File: src/rtl/bsram_pkg.sv
package bsram_pkg;

    localparam int WORD_W = 36;
    localparam int LANES  = 4;
    localparam int LANE_W = WORD_W / LANES;

    typedef logic [WORD_W-1:0] word_t;
    typedef logic [LANES-1:0]  lane_t;

    // one beat travelling down the read pipeline
    typedef struct packed {
        logic  vld;
        word_t data;
    } beat_t;

    typedef enum logic [1:0] {
        WR_IDLE = 2'd0,
        WR_GET0 = 2'd1,
        WR_GET1 = 2'd2
    } wr_state_e;

    // replace the lanes whose active-low enable is low
    function automatic word_t lane_merge(word_t base, word_t upd, lane_t blk_n);
        word_t r;
        r = base;
        for (int i = 0; i < LANES; i++) begin
            if (!blk_n[i]) r[i*LANE_W +: LANE_W] = upd[i*LANE_W +: LANE_W];
        end
        return r;
    endfunction

endpackage

File: src/rtl/bsram_wr_capture.sv
module bsram_wr_capture
    import bsram_pkg::*;
#(
    parameter int PAW = 4
) (
    input  logic           clk,
    input  logic           rst,
    input  logic           start,
    input  logic [PAW-1:0] start_addr,
    input  word_t          beat_data,
    input  lane_t          beat_lane_n,
    output logic           commit,
    output logic [PAW-1:0] commit_addr,
    output word_t          first_data,
    output lane_t          first_lane_n
);

    wr_state_e      st_q;
    logic [PAW-1:0] addr_q;
    word_t          w0_q;
    lane_t          m0_q;

    always_ff @(posedge clk) begin
        if (rst) begin
            st_q <= WR_IDLE;
        end else begin
            unique case (st_q)
                WR_IDLE: if (start) st_q <= WR_GET0;
                WR_GET0: st_q <= WR_GET1;
                WR_GET1: st_q <= start ? WR_GET0 : WR_IDLE;
                default: st_q <= WR_IDLE;
            endcase
        end
    end

    always_ff @(posedge clk) begin
        if (start) addr_q <= start_addr;
        if (st_q == WR_GET0) begin
            w0_q <= beat_data;
            m0_q <= beat_lane_n;
        end
    end

    assign commit       = (st_q == WR_GET1);
    assign commit_addr  = addr_q;
    assign first_data   = w0_q;
    assign first_lane_n = m0_q;

    // the array update comes two edges after the write is taken
    a_r4_commit_after_two: assert property (@(posedge clk) disable iff (rst)
        $past(start, 2) |-> commit);

    // no new command lands on the odd beat that carries word 0
    a_r2_no_start_mid: assert property (@(posedge clk) disable iff (rst)
        (st_q == WR_GET0) |-> !start);

endmodule

File: src/rtl/bsram_array.sv
module bsram_array
    import bsram_pkg::*;
#(
    parameter int PAW = 4
) (
    input  logic           clk,
    input  logic           we,
    input  logic [PAW-1:0] waddr,
    input  word_t          wd0,
    input  lane_t          wm0,
    input  word_t          wd1,
    input  lane_t          wm1,
    input  logic [PAW-1:0] raddr,
    output word_t          rd0,
    output word_t          rd1
);

    localparam int DEPTH = 2 ** (PAW + 1);

    word_t cells [DEPTH];

    for (genvar g = 0; g < DEPTH; g++) begin : g_word
        localparam bit             HI   = (g % 2) == 1;
        localparam logic [PAW-1:0] PAIR = PAW'(g / 2);
        word_t cell_q;
        word_t src;
        lane_t blk;

        assign src = HI ? wd1 : wd0;
        assign blk = HI ? wm1 : wm0;

        always_ff @(posedge clk) begin
            if (we && waddr == PAIR) cell_q <= lane_merge(cell_q, src, blk);
        end

        assign cells[g] = cell_q;
    end

    // burst counter: low bit starts at 0 and steps once, wrapping inside the pair
    assign rd0 = cells[{raddr, 1'b0}];
    assign rd1 = cells[{raddr, 1'b1}];

endmodule

File: src/rtl/bsram_rd_pipe.sv
module bsram_rd_pipe
    import bsram_pkg::*;
(
    input  logic  clk,
    input  logic  rst,
    input  logic  load,
    input  word_t first_w,
    input  word_t second_w,
    input  logic  long_lat,
    output logic  rd_valid,
    output logic  rd_oe,
    output word_t rdata
);

    beat_t s0_q, s1_q, s2_q, out_q;
    word_t second_q;
    logic  tail_q;

    always_ff @(posedge clk) begin
        if (rst) begin
            s0_q   <= '0;
            s1_q   <= '0;
            s2_q   <= '0;
            out_q  <= '0;
            tail_q <= 1'b0;
        end else begin
            if (load)        s0_q <= beat_t'({1'b1, first_w});
            else if (tail_q) s0_q <= beat_t'({1'b1, second_q});
            else             s0_q <= '0;
            tail_q <= load;
            s1_q   <= s0_q;
            s2_q   <= s1_q;
            out_q  <= long_lat ? s2_q : s1_q;
        end
    end

    always_ff @(posedge clk) begin
        if (load) second_q <= second_w;
    end

    assign rd_valid = out_q.vld;
    assign rd_oe    = out_q.vld;
    assign rdata    = out_q.vld ? out_q.data : '0;

    // short mode, first word visible after the second edge
    a_r6_short_latency: assert property (@(posedge clk) disable iff (rst)
        ($past(load, 3) && !long_lat) |-> rd_valid);

    // long mode, first word visible after the third edge
    a_r7_long_latency: assert property (@(posedge clk) disable iff (rst)
        ($past(load, 4) && long_lat) |-> rd_valid);

    // data beats always come in pairs
    a_r9_pair_beats: assert property (@(posedge clk) disable iff (rst)
        $rose(rd_valid) |=> rd_valid);

    // reset clears the output side
    a_r1_reset_quiet: assert property (@(posedge clk)
        rst |=> (!rd_valid && !rd_oe));

endmodule

File: src/rtl/burst_ddr_sram.sv
module burst_ddr_sram
    import bsram_pkg::*;
#(
    parameter int ADDR_W = 5
) (
    input  logic                     clk,
    input  logic                     rst,
    input  logic                     cmd_valid,
    input  logic                     cmd_write,
    input  logic [ADDR_W-2:0]        cmd_addr,
    input  logic [LANES-1:0]         wr_lane_n,
    input  logic [WORD_W-1:0]        wr_data,
    input  logic                     long_latency,
    output logic [WORD_W-1:0]        rd_data,
    output logic                     rd_oe,
    output logic                     rd_valid
);

    localparam int PAW = ADDR_W - 1;

    logic           odd_q;
    logic           accept, wr_go, rd_go;
    logic           commit, fwd_hit;
    logic [PAW-1:0] commit_addr;
    word_t          cap_w0, arr_w0, arr_w1, out_w0, out_w1;
    lane_t          cap_m0;

    always_ff @(posedge clk) begin
        if (rst) odd_q <= 1'b0;
        else     odd_q <= ~odd_q;
    end

    assign accept = cmd_valid && !odd_q && !rst;
    assign wr_go  = accept && cmd_write;
    assign rd_go  = accept && !cmd_write;

    bsram_wr_capture #(.PAW(PAW)) u_wcap (
        .clk          (clk),
        .rst          (rst),
        .start        (wr_go),
        .start_addr   (cmd_addr),
        .beat_data    (wr_data),
        .beat_lane_n  (wr_lane_n),
        .commit       (commit),
        .commit_addr  (commit_addr),
        .first_data   (cap_w0),
        .first_lane_n (cap_m0)
    );

    bsram_array #(.PAW(PAW)) u_mem (
        .clk   (clk),
        .we    (commit),
        .waddr (commit_addr),
        .wd0   (cap_w0),
        .wm0   (cap_m0),
        .wd1   (wr_data),
        .wm1   (wr_lane_n),
        .raddr (cmd_addr),
        .rd0   (arr_w0),
        .rd1   (arr_w1)
    );

    // the write committing at this edge has not reached the array yet
    assign fwd_hit = commit && (commit_addr == cmd_addr);
    assign out_w0  = fwd_hit ? lane_merge(arr_w0, cap_w0, cap_m0)     : arr_w0;
    assign out_w1  = fwd_hit ? lane_merge(arr_w1, wr_data, wr_lane_n) : arr_w1;

    bsram_rd_pipe u_rpipe (
        .clk      (clk),
        .rst      (rst),
        .load     (rd_go),
        .first_w  (out_w0),
        .second_w (out_w1),
        .long_lat (long_latency),
        .rd_valid (rd_valid),
        .rd_oe    (rd_oe),
        .rdata    (rd_data)
    );

    // the array only updates on even beats
    a_r2_commit_even: assert property (@(posedge clk) disable iff (rst)
        commit |-> !odd_q);

endmodule

File: config.mk
export PLATFORM = sky130hd
export DESIGN_NAME = burst_ddr_sram
export DESIGN_NICKNAME = d
export VERILOG_FILES = /design/src/rtl/bsram_pkg.sv /design/src/rtl/bsram_wr_capture.sv /design/src/rtl/bsram_array.sv /design/src/rtl/bsram_rd_pipe.sv /design/src/rtl/burst_ddr_sram.sv
export SDC_FILE = /design/constraint.sdc
export NUM_CORES = 1
export LEC_CHECK = 0
export BUFFER_PORTS_ARGS = -buffer_cell sky130_fd_sc_hd__buf_2
export CORE_ASPECT_RATIO = 1.25
export CORE_MARGIN = 2
export CORE_UTILIZATION = 55
export CTS_BUF_LIST = sky130_fd_sc_hd__clkbuf_8
export DETAILED_ROUTE_END_ITERATION = 8
export GPL_TIMING_DRIVEN = 1
export PLACE_DENSITY_LB_ADDON = 0.2
export SYNTH_ARGS = -nofsm -noshare
export SYNTH_HDL_FRONTEND = slang
export SYNTH_SLANG_ARGS = --single-unit
File: constraint.sdc
create_clock -name clk -period 3.3 [get_ports clk]
set_clock_uncertainty 0.1 [all_clocks]
set_input_delay 0.165 -clock clk [delete_from_list [all_inputs] [get_ports clk]]
set_output_delay 0.165 -clock clk [all_outputs]
set_load 0.1 [all_outputs]
# == Yosys cells after proc, flatten, opt, wreduce, memory -nomap -nowiden ==
# Index checks and enable logic that the tools add are counted.
# totals
register_bits,1384
latchBits,0
ram_bits,0
mem_bits_ro,0
in_bits,49
elab_cells,352
mem_count,0
# classes
n_addsub,0
mul,0
n_div,0
order_cmp,2
eq_ne,19
shift,0
mux,23
bitwise,11
n_reduce_logical,154
# ops
cell,n
36-bit binary-select mux with 5-bit select,2
2-bit AND reduction,128
36-bit 2-to-1 mux,7
37-bit 2-to-1 mux,3
9-bit 2-to-1 mux,8
"4-bit equality test, second input constant",8
1-bit logical AND,21
"4-bit by 3-bit equality test with 1-bit output, second input constant",4
"6-bit >= comparator, second input constant",2
5-bit NOT with 6-bit output,2
1-bit NOT,9
"4-bit by 2-bit equality test with 1-bit output, second input constant",2
2-bit one-hot mux with 3 select lines,1
"4-bit by 1-bit equality test with 1-bit output, second input constant",1
4-bit equality test,1
4-bit logical NOT,1
1-bit logical NOT,3
"2-bit by 1-bit equality test with 1-bit output, second input constant",1
"2-bit equality test, second input constant",1
2-bit logical NOT,1
2-bit 2-to-1 mux,1
"2-bit by 1-bit != test with 1-bit output, second input constant",1
1-bit 2-to-1 mux,1

# == Longest topological paths before layout ==
# Gate-level depths: netlist (run 1).
# logic_depth
word_depth,7
depth_mapped,9
mapped_depth_nobuf,5

# == Hierarchy ==
# A second synthesis (run 1) with hierarchy kept.
# unflattened
cells_unflattened,2669
area_unflattened_um2,53347.4
# modules_own_cells
mod,n_inst,cells_each,area_per_inst_um2
bsram_array,1,1931,43716.9
bsram_rd_pipe,1,515,6074.6
burst_ddr_sram,1,173,2159.6
bsram_wr_capture,1,50,1396.3

# == Worst setup path before layout (run 1) ==
# OpenSTA, ideal clock, no wires.
# synth_path
kind,register to register
start,register odd_q
end,register u_rpipe.s0_q[29] (netlist name)
setup_time_ns,0.086
arrival_ns,2.547
required_time_ns,3.114
slack_ns,0.567
stages_incl_launch_ff,6
synth_period_minus_slack_ns,2.733
path_cell_list,dfxtp_1 nor4b_2 clkbuf_1 clkbuf_1 o21ai_0 a211oi_1
# synth_between
elab_chain_len,5
# synth_rtl
item,line,source
from (decl),burst_ddr_sram.sv:21,logic odd_q;
from (signal assigned),burst_ddr_sram.sv:30,else odd_q <= ~odd_q;
1-bit logical NOT,burst_ddr_sram.sv:33,assign accept = cmd_valid && !odd_q && !rst;
1-bit logical AND (2 in series),burst_ddr_sram.sv:33,
1-bit logical AND,burst_ddr_sram.sv:35,assign rd_go = accept && !cmd_write;
named net rd_go,burst_ddr_sram.sv:22,"logic accept, wr_go, rd_go;"
37-bit 2-to-1 mux,bsram_rd_pipe.sv:27,"if (load) s0_q <= beat_t'({1'b1, first_w});"
to (signal assigned),bsram_rd_pipe.sv:27,
to (signal assigned),bsram_rd_pipe.sv:28,"else if (tail_q) s0_q <= beat_t'({1'b1, second_q});"
to (decl),bsram_rd_pipe.sv:15,"beat_t s0_q, s1_q, s2_q, out_q;"
# The timed path passes the listed nets, and every way through them passes these cells.
# A chain may end at the register's enable or synchronous reset.

# == Worst setup path after layout (run 1) ==
# layout_path
start,"register u_wcap.addr_q[3], in the netlist u_wcap.commit_addr[3]"
end,register u_mem.g_word[4].cell_q[11] (enable)
# layout_between
elab_chain_len,3
# layout_rtl
item,line,source
from (decl),bsram_wr_capture.sv:19,logic [PAW-1:0] addr_q;
from (signal assigned),bsram_wr_capture.sv:37,if (start) addr_q <= start_addr;
4-bit by 2-bit equality test with 1-bit output,bsram_array.sv:33,"if (we && waddr == PAIR) cell_q <= lane_merge(cell_q, src, blk);"
1-bit logical AND,bsram_array.sv:33,
2-bit AND reduction (no source line),-,
to (signal assigned),bsram_array.sv:33,
to (decl),bsram_array.sv:25,word_t cell_q;
# Every way passes these cells.

==> run_summary.xml, run 1 <==
<?xml version="1.0" encoding="UTF-8"?>
<metrics>
  <group name="floorplanning">
    <metric name="die_footprint" unit="um2">98200</metric>
    <metric name="initial_utilization" unit="%">55.6</metric>
    <metric name="core-area" unit="um2">94600</metric>
    <metric name="number_of_rows_created_at_floorplan" unit="">126</metric>
    <metric name="ios" unit="">87</metric>
    <metric name="die_width" unit="um">281</metric>
    <metric name="dieHeight" unit="um">350</metric>
  </group>
  <group name="min_path">
    <metric name="hold_path_class" unit="">input port to flip-flop</metric>
    <metric name="hold_start" unit="">wr_data[24]</metric>
    <metric name="whs_endpoint" unit="">u_mem.g_word[7].cell_q[24]</metric>
    <metric name="timing.hold.worst_path_depth" unit="">2</metric>
  </group>
  <group name="grt">
    <metric name="via_count_of_the_first_global_routing_pass" unit="">28400</metric>
    <metric name="overflow_left_after_global_routing" unit="">0</metric>
    <metric name="antenna_found_initial" unit="">5</metric>
    <metric name="grt_max_degree" unit="">152</metric>
    <metric name="wire_length_of_the_first_global_routing_pass" unit="um">181000</metric>
    <metric name="grt_util_all_layers" unit="%">25.2</metric>
  </group>
  <group name="critical_path">
    <metric name="rr_startpoint" unit="">u_wcap.commit_addr[3]</metric>
    <metric name="critPathKind" unit="">flip-flop to flip-flop</metric>
    <metric name="cell_count_of_the_worst_reg_to_reg_path" unit="">3</metric>
    <metric name="worst_ep_arrival_time" unit="ns">3.39</metric>
    <metric name="timing.critical_path.to_type" unit="">flip-flop</metric>
    <metric name="startpoint_type_of_the_worst_setup_path" unit="">flip-flop</metric>
    <metric name="setup.reg_to_reg.worst_slack" unit="ns">0.32</metric>
    <metric name="required" unit="ns">3.71</metric>
    <metric name="worst_r2r_endpoint" unit="">u_mem.g_word[4].cell_q[11]</metric>
    <metric name="crit_path_max_fanout" unit="">9</metric>
  </group>
  <group name="finish">
    <metric name="postLayoutCoreUtil" unit="%">63.1</metric>
    <metric name="drive_above_1_share" unit="%">24.5</metric>
    <metric name="fill_cells" unit="">6587</metric>
    <metric name="sequential_cell_area" unit="um2">40000</metric>
    <metric name="flow.area_growth_from_synthesis" unit="%">13.5</metric>
    <metric name="multi_input_logic_area" unit="um2">11600</metric>
    <metric name="finalNetCount" unit="">3313</metric>
    <metric name="final_cell_mix" unit="">1232 x edfxtp_1, 248 x nor2_1, 220 x mux4_2, 216 x buf_4, 215 x clkbuf_8</metric>
    <metric name="most_common_cell_after_layout_fill_and_taps_aside" unit="">edfxtp_1</metric>
  </group>
  <group name="routing">
    <metric name="drt_first_pass_iters" unit="">6</metric>
    <metric name="number_of_antenna_violating_nets_in_the_routed_design" unit="">0</metric>
    <metric name="avgRoutedWirePerCell" unit="um">26.1</metric>
    <metric name="via_per_inst" unit="">6.00</metric>
    <metric name="routed-via-count" unit="">27900</metric>
    <metric name="route.final.wire_length" unit="um">121000</metric>
    <metric name="dr.first_iter.drc_count" unit="">2868</metric>
    <metric name="drc_errors" unit="">0</metric>
  </group>
  <group name="clock_tree">
    <metric name="path_clk_slew" unit="ns">0.06</metric>
    <metric name="insertion_delay" unit="ns">0.89</metric>
    <metric name="post_cts_buffers" unit="">0</metric>
    <metric name="clock-sinks" unit="">1384</metric>
    <metric name="cts_root_buf" unit="">clkbuf_8</metric>
    <metric name="max-clock-path-buffers" unit="">3</metric>
    <metric name="tritoncts_clock_tree" unit="">yes</metric>
    <metric name="numCtsBuffers" unit="">200</metric>
    <metric name="htree_num_levels" unit="">4</metric>
  </group>
  <group name="power">
    <metric name="p_leak" unit="uW">0.0203</metric>
    <metric name="intPower" unit="uW">26000</metric>
    <metric name="net-switching-power" unit="uW">7210</metric>
    <metric name="max-vdd-ir-drop" unit="mV">0.351</metric>
    <metric name="power.combinational.fraction" unit="%">4.3</metric>
    <metric name="power_density" unit="nW/um2">556</metric>
    <metric name="share_clk_of_total_power" unit="%">38.1</metric>
    <metric name="power_switching_share" unit="%">21.7</metric>
    <metric name="power.sequential.fraction" unit="%">57.5</metric>
  </group>
  <group name="synthesis">
    <metric name="synth_seq_cells" unit="">1384</metric>
    <metric name="seq_area_frac_synth" unit="%">76.1</metric>
    <metric name="mappedNetlistArea" unit="um2">52600</metric>
    <metric name="fraction_of_synthesis_flops_using_an_asynchronous_set_or_reset_pin" unit="%">0</metric>
    <metric name="synthesis.instances" unit="">2882</metric>
    <metric name="synth_cell_type_count" unit="">41</metric>
    <metric name="ys_warn_count" unit="">0</metric>
    <metric name="number_of_synthesized_flops_with_an_enable_pin" unit="">1232</metric>
    <metric name="synth_nets" unit="">2931</metric>
    <metric name="postSynthAreaPerCell" unit="um2">18.3</metric>
    <metric name="postSynth.topFlopCell" unit="">edfxtp_1</metric>
  </group>
  <group name="run">
    <metric name="max-cap-violations" unit="">0</metric>
  </group>
  <group name="timing">
    <metric name="worstMarginPinSlew" unit="ns">0.965</metric>
    <metric name="slew-limit-headroom" unit="%">35.4</metric>
    <metric name="final_min_period_over_clock_period" unit="%">90.3</metric>
    <metric name="setup_viol" unit="">0</metric>
    <metric name="min_period" unit="ns">2.98</metric>
    <metric name="finalMaxSlewViolations" unit="">0</metric>
    <metric name="upper_clock_frequency_limit" unit="GHz">0.336</metric>
    <metric name="setup_tns" unit="ns">0</metric>
    <metric name="rsz0062_at_grt" unit="">no</metric>
    <metric name="number_of_hold_violations_in_the_final_report" unit="">0</metric>
  </group>
  <group name="run_status">
    <metric name="run_status" unit="">complete, no violations</metric>
  </group>
  <group name="placement">
    <metric name="port_buffers" unit="">86</metric>
    <metric name="detailedPlacementHpwl" unit="um">77500</metric>
    <metric name="routabilityCongestion" unit="">0.860</metric>
  </group>
</metrics>
stage by stage:
step,hold WS [ns],total power [uW],cell area (um2),worst slack [ns],instances
2_1_floorplan,0.142,20400,52600,0.567,2882
3_3_place_gp,0.311,20800,55500,0.485,4227
3_5_place_dp,0.311,20900,55500,0.377,4227
4_1_cts,0.0658,33500,59700,0.367,4645
5_1_grt,0.101,34300,59700,0.235,4646
6_report,0.148,33200,59700,0.321,4646
what timing repair did:
action | in CTS | in global routing
hold endpoints to repair | 1416 | 0
gates resized for setup | 0 | 0
hold buffers | 51 | 0
sequential cells by signal, indices dropped and copies added, names as in the netlist:
| name | cells |
|---|---|
| odd_q | 1 |
| u_wcap.first_data | 36 |
| u_rpipe.out_q | 36 |
| u_rpipe.s2_q | 37 |
| u_rpipe.rd_oe | 1 |
| u_mem.g_word.cell_q | 1152 |
| u_rpipe.tail_q | 1 |
| u_wcap.st_q | 2 |
| u_wcap.first_lane_n | 4 |
| u_wcap.commit_addr | 4 |
| u_rpipe.s1_q | 37 |
| u_rpipe.s0_q | 37 |
| u_rpipe.second_q | 36 |
power by group through the flow:
stage / combinational (uW) / clock, uW / sequential, uW
after floorplan: 900 / 0 / 19500
after global placement: 1360 / 0 / 19500
after detailed placement: 1390 / 0 / 19500
after CTS: 1440 / 12900 / 19100
after global routing: 1540 / 13700 / 19100
final: 1440 / 12700 / 19100
worst max path at each step:
stage                     startpoint                          to  slack, ns  cells past startpoint
3_5_place_dp   u_wcap.commit_addr[2]  u_mem.g_word[4].cell_q[19]       0.38                      3
6_report       u_wcap.commit_addr[3]  u_mem.g_word[4].cell_q[11]       0.32                      3
2_1_floorplan                  odd_q            u_rpipe.s0_q[29]       0.57                      5
5_1_grt        u_wcap.commit_addr[3]  u_mem.g_word[4].cell_q[26]       0.24                      3
3_3_place_gp   u_wcap.commit_addr[2]  u_mem.g_word[4].cell_q[19]       0.49                      3
4_1_cts        u_wcap.commit_addr[2]  u_mem.g_word[4].cell_q[19]       0.37                      3
synthesized netlist by cell type, types with 2 or more instances:
| library cell | count | share of area (%) |
|---|---|---|
| buf_4 | 25 | 0.36 |
| nor3_2 | 4 | 0.076 |
| nor3_1 | 23 | 0.22 |
| a211oi_1 | 56 | 0.80 |
| a22o_1 | 33 | 0.55 |
| edfxtp_1 | 1232 | 70 |
| nor4b_1 | 32 | 0.53 |
| o21ai_0 | 47 | 0.45 |
| or3_1 | 9 | 0.11 |
| and2_1 | 37 | 0.44 |
| a221oi_1 | 13 | 0.22 |
| mux2_2 | 48 | 1.0 |
| clkbuf_1 | 91 | 0.65 |
| nor2_1 | 249 | 1.8 |
| buf_2 | 33 | 0.31 |
| dfxtp_1 | 152 | 5.8 |
| o21bai_1 | 2 | 0.029 |
| o22ai_1 | 34 | 0.40 |
| nand3_1 | 13 | 0.12 |
| buf_1 | 14 | 0.10 |
| mux2i_1 | 101 | 1.9 |
| mux2_1 | 5 | 0.11 |
| a21oi_1 | 99 | 0.94 |
| o221ai_1 | 2 | 0.033 |
| mux4_2 | 220 | 9.4 |
| a41o_1 | 3 | 0.057 |
| a22oi_1 | 26 | 0.37 |
| and3_1 | 2 | 0.024 |
| xnor2_1 | 4 | 0.067 |
| nand2b_1 | 3 | 0.036 |
| nor2b_1 | 108 | 1.3 |
| nand2_1 | 137 | 0.98 |
| buf_6 | 17 | 0.36 |
critical path, cell delays in order (launching register included):
cell,delay [ns]
edfxtp_1,0.47
nor3_1,0.42
nand2_1,0.69
nor2_1,0.91
layer usage:
metal	up-vias	routed length [um]	global-route usage [%]
met5	-	13	0
met4	2	3030	7.86
met3	221	11500	6.77
met1	14200	48300	34.6
li1	12100	-	-
met2	1330	58400	39.8
final cells by class:
cell class              count  share of cell area (%)
clock inverters           152                    1.28
multi-input cells        1316                    19.5
inverters                   1                 0.00628
well taps                1216                    2.55
flip-flops and latches   1384                    67.0
repair buffers            361                    4.67
clock buffers             215                    4.95
diodes                      1                 0.00419
kinds of logic after synthesis:
group	count (synthesis)	synth area share (%)
buffers and inverters	182	1.83
DFF	1384	76.1
and+or+nand+nor	621	5.66
muxes	374	12.5
AOI/OAI and AO/OA	317	3.88
xor gates and xnor gates	4	0.0666
Note: power is estimated with default switching activity, not from simulation.
==> inputs of run 2 (changes only) <==
- ABC_AREA: unset -> 1
==> run 2 against run 1 <==
Effect of this change:
- sequential share of layout area down 3.3 points
- global-route usage up 2.0 points
- clock power up 4%
- worst setup slack better by 0.27 ns
- design area up 5.1%
- non-clock buffer count down 40
==> run_summary.xml, run 2 <==
<?xml version="1.0" encoding="UTF-8"?>
<metrics>
  <group name="clock_tree">
    <metric name="clock-sinks" unit="">1384</metric>
    <metric name="post_cts_buffers" unit="">0</metric>
    <metric name="cts_root_buf" unit="">clkbuf_8</metric>
    <metric name="htree_num_levels" unit="">4</metric>
    <metric name="cts_resized" unit="">0</metric>
    <metric name="insertion_delay" unit="ns">0.91</metric>
    <metric name="max-clock-path-buffers" unit="">3</metric>
    <metric name="tritoncts_clock_tree" unit="">yes</metric>
    <metric name="path_clk_slew" unit="ns">0.07</metric>
    <metric name="numCtsBuffers" unit="">203</metric>
  </group>
  <group name="finish">
    <metric name="multi_input_logic_area" unit="um2">12700</metric>
    <metric name="postLayoutCoreUtil" unit="%">62.4</metric>
    <metric name="flow.area_growth_from_synthesis" unit="%">12.2</metric>
    <metric name="top_register" unit="">u_mem.g_word.cell_q</metric>
    <metric name="finalNetCount" unit="">5338</metric>
    <metric name="most_common_cell_after_layout_fill_and_taps_aside" unit="">edfxtp_1</metric>
    <metric name="largest_register_ffs" unit="">1152</metric>
    <metric name="postLayoutCellArea" unit="um2">62800</metric>
    <metric name="final_cell_mix" unit="">1232 x edfxtp_1, 1072 x nand2_1, 678 x nor2_1, 589 x inv_1, 509 x nand3_1</metric>
    <metric name="sequential_cell_area" unit="um2">40000</metric>
    <metric name="fill_cells" unit="">7880</metric>
    <metric name="drive_above_1_share" unit="%">10.0</metric>
  </group>
  <group name="synthesis">
    <metric name="ys_warn_count" unit="">0</metric>
    <metric name="synthDominantCellAreaShare" unit="%">66.1</metric>
    <metric name="synth_top_family_by_area" unit="">simple AND/OR/NAND/NOR gates</metric>
    <metric name="synth_compound_gate_area_share" unit="%">5.33</metric>
    <metric name="seq_area_frac_synth" unit="%">71.5</metric>
    <metric name="synth_cell_type_count" unit="">28</metric>
    <metric name="fraction_of_synthesis_flops_using_an_asynchronous_set_or_reset_pin" unit="%">0</metric>
    <metric name="adder_cell_share_of_the_synthesized_area" unit="%">0</metric>
    <metric name="synth_seq_cells" unit="">1384</metric>
    <metric name="synth_nets" unit="">5117</metric>
    <metric name="number_of_synthesized_flops_with_an_enable_pin" unit="">1232</metric>
    <metric name="synthesis.instances" unit="">5068</metric>
    <metric name="most_frequent_cell_after_synthesis" unit="">edfxtp_1</metric>
    <metric name="synth_simple_gate_area_share" unit="%">17.3</metric>
    <metric name="synth_area_leaders" unit="">edfxtp_1 66%, nand2_1 7.2%, dfxtp_1 5.4%</metric>
    <metric name="postSynthAreaPerCell" unit="um2">11.0</metric>
    <metric name="leading_cell_types_by_count_after_synthesis" unit="">1232 x edfxtp_1, 1072 x nand2_1, 680 x nor2_1, 515 x inv_1, 509 x nand3_1</metric>
    <metric name="postSynth.topFlopCell" unit="">edfxtp_1</metric>
    <metric name="share_of_synthesized_area_spent_on_multiplexers" unit="%">0</metric>
    <metric name="mappedNetlistArea" unit="um2">56000</metric>
    <metric name="synth_xor_area_share" unit="%">0.0156</metric>
    <metric name="synth_top_area_cell" unit="">edfxtp_1</metric>
  </group>
  <group name="power">
    <metric name="net-switching-power" unit="uW">7800</metric>
    <metric name="intPower" unit="uW">26300</metric>
    <metric name="max-vdd-ir-drop" unit="mV">0.443</metric>
    <metric name="share_clk_of_total_power" unit="%">38.6</metric>
    <metric name="p_leak" unit="uW">0.0245</metric>
    <metric name="power.combinational.fraction" unit="%">5.2</metric>
    <metric name="power_density" unit="nW/um2">544</metric>
    <metric name="power_switching_share" unit="%">22.9</metric>
    <metric name="power.sequential.fraction" unit="%">56.1</metric>
    <metric name="report.power.total" unit="uW">34100</metric>
  </group>
  <group name="grt">
    <metric name="via_count_of_the_first_global_routing_pass" unit="">35800</metric>
    <metric name="grt_max_degree" unit="">151</metric>
    <metric name="wire_length_of_the_first_global_routing_pass" unit="um">214000</metric>
    <metric name="overflow_left_after_global_routing" unit="">0</metric>
    <metric name="grt_util_all_layers" unit="%">27.2</metric>
    <metric name="antenna_found_initial" unit="">2</metric>
  </group>
  <group name="floorplanning">
    <metric name="number_of_rows_created_at_floorplan" unit="">130</metric>
    <metric name="core-area" unit="um2">101000</metric>
    <metric name="dieHeight" unit="um">361</metric>
    <metric name="die_footprint" unit="um2">104000</metric>
    <metric name="ios" unit="">87</metric>
    <metric name="die_width" unit="um">289</metric>
    <metric name="initial_utilization" unit="%">55.6</metric>
  </group>
  <group name="critical_path">
    <metric name="cp-startpoint" unit="">rst</metric>
    <metric name="required" unit="ns">3.94</metric>
    <metric name="crit_path_max_fanout" unit="">25</metric>
    <metric name="cell_count_of_the_worst_reg_to_reg_path" unit="">6</metric>
    <metric name="crit_chain" unit="">dlygate4sd3_1, buf_4, dlygate4sd3_1, nor2_1, nand2_1, nor2_4, inv_1, nand2_1, clkinv_1, buf_4, nand2_1, a21oi_1</metric>
    <metric name="setup.reg_to_reg.worst_slack" unit="ns">0.65</metric>
    <metric name="critical_path.slowest_cell" unit="">clkinv_1</metric>
    <metric name="critical-path-top-cell-by-count" unit="">nand2_1</metric>
    <metric name="worst_r2r_endpoint" unit="">u_mem.g_word[12].cell_q[28]</metric>
    <metric name="critPathKind" unit="">input port to flip-flop</metric>
    <metric name="timing.critical_path.to_type" unit="">flip-flop</metric>
    <metric name="worst_ep_arrival_time" unit="ns">3.35</metric>
    <metric name="cp_slowest_stage_delay" unit="ns">0.78</metric>
    <metric name="rr_startpoint" unit="">u_wcap.st_q[1]</metric>
    <metric name="startpoint_type_of_the_worst_setup_path" unit="">input port</metric>
  </group>
  <group name="routing">
    <metric name="routed-via-count" unit="">37300</metric>
    <metric name="via_per_inst" unit="">5.50</metric>
    <metric name="route.final.wire_length" unit="um">140000</metric>
    <metric name="number_of_antenna_violating_nets_in_the_routed_design" unit="">0</metric>
    <metric name="avgRoutedWirePerCell" unit="um">20.7</metric>
    <metric name="dr.first_iter.drc_count" unit="">4038</metric>
    <metric name="drt_first_pass_iters" unit="">5</metric>
    <metric name="drc_errors" unit="">0</metric>
  </group>
  <group name="timing">
    <metric name="min_period" unit="ns">2.71</metric>
    <metric name="worstMarginPinSlew" unit="ns">1.22</metric>
    <metric name="setup_viol" unit="">0</metric>
    <metric name="slew-limit-headroom" unit="%">18.3</metric>
    <metric name="setup_tns" unit="ns">0</metric>
    <metric name="post-route-worst-setup-slack" unit="ns">0.587</metric>
    <metric name="finalMaxSlewViolations" unit="">0</metric>
    <metric name="upper_clock_frequency_limit" unit="GHz">0.369</metric>
    <metric name="number_of_hold_violations_in_the_final_report" unit="">0</metric>
    <metric name="rsz0062_at_grt" unit="">no</metric>
    <metric name="final_min_period_over_clock_period" unit="%">82.2</metric>
  </group>
  <group name="min_path">
    <metric name="whs_endpoint" unit="">u_mem.g_word[17].cell_q[24]</metric>
    <metric name="hold_start" unit="">wr_data[24]</metric>
    <metric name="timing.hold.worst_path_depth" unit="">2</metric>
    <metric name="hold_path_class" unit="">input port to flip-flop</metric>
  </group>
  <group name="placement">
    <metric name="detailed_place.area" unit="um2">58400</metric>
    <metric name="pre_cts_ws" unit="ns">0.738</metric>
    <metric name="port_buffers" unit="">86</metric>
    <metric name="detailedPlacementHpwl" unit="um">85800</metric>
    <metric name="routabilityCongestion" unit="">0.883</metric>
  </group>
  <group name="run">
    <metric name="max-cap-violations" unit="">0</metric>
  </group>
  <group name="run_status">
    <metric name="run_status" unit="">complete, no violations</metric>
  </group>
</metrics>
## run 2: cell types whose count changed in the layout (fill, tap and decap cells not counted), moves of 62 or more
cell,previous run,this run
nand2_1,137,1072
inv_1,80,589
nand3_1,13,509
nor2_1,248,678
mux4_2,220,0
o21ai_0,47,260
o211ai_1,0,144
nor2b_1,104,0
mux2i_1,101,0
a21oi_1,99,37
## run 2: repair_timing
item                                   4_1_cts  5_1_grt
endpoints found under the hold margin     1255        0
setup endpoints to repair                    0        0
hold buffers                                51        0
## run 2: cells by family (layout without fill, tap and decap cells)
| family | after synthesis | after routing |
|---|---|---|
| AO/OA/AOI/OAI | 506 | 506 |
| XOR/XNOR | 1 | 1 |
| buffers and inverters | 831 | 1223 |
| flip-flops | 1384 | 1384 |
| other | 0 | 2 |
| AND/OR/NAND/NOR | 2346 | 2346 |
## run 2: worst max path at each step
stage,depth (start not counted),slack (ns),end
finish,12,0.59,u_rpipe.s0_q[21]
global route,12,0.52,u_rpipe.s0_q[21]
CTS,4,0.60,rd_data[1]
detailed placement,6,0.74,u_mem.g_word[12].cell_q[28]
global placement,6,0.77,u_mem.g_word[12].cell_q[28]
floorplan,2,0.67,u_wcap.first_data[0]
## run 2: critical path, delay by kind of cell
kind                   cells  cell delay [ns]
AND/OR/NAND/NOR            5             0.56
buffers and inverters      6             2.52
AO/OA/AOI/OAI              1             0.08
## run 2: per-stage QoR
stage	hold WS [ns]	cells
after global placement	0.278	6353
after CTS	0.0446	6780
final	0.154	6782
after detailed placement	0.283	6353
after global routing	0.101	6782
after floorplan	0.137	5068
## run 2: area by class of cell
class | count | share of cell area, %
Clock buffer | 228 | 5.00
Clock inverter | 148 | 1.23
Sequential cell | 1384 | 63.8
Tap cell | 1320 | 2.63
Multi-Input combinational cell | 2853 | 20.2
Antenna cell | 2 | 0.00797
Timing Repair Buffer | 321 | 4.03
Inverter | 526 | 3.17
## run 2: power groups by stage
stage	clock network (uW)	logic, uW	registers [uW]
finish	13200	1790	19200
global placement	0	1700	19500
global route	14200	1970	19200
CTS	13400	1780	19200
floorplan	0	1110	19500
detailed placement	0	1730	19500
## run 2: layer usage
metal | track usage (%) | vias up | routed length [um]
li1 | - | 17600 | -
met1 | 37.3 | 18000 | 57500
met2 | 43.8 | 1506 | 67800
met3 | 4.78 | 266 | 10300
met4 | 9.89 | 0 | 4690
met5 | 0 | - | 0
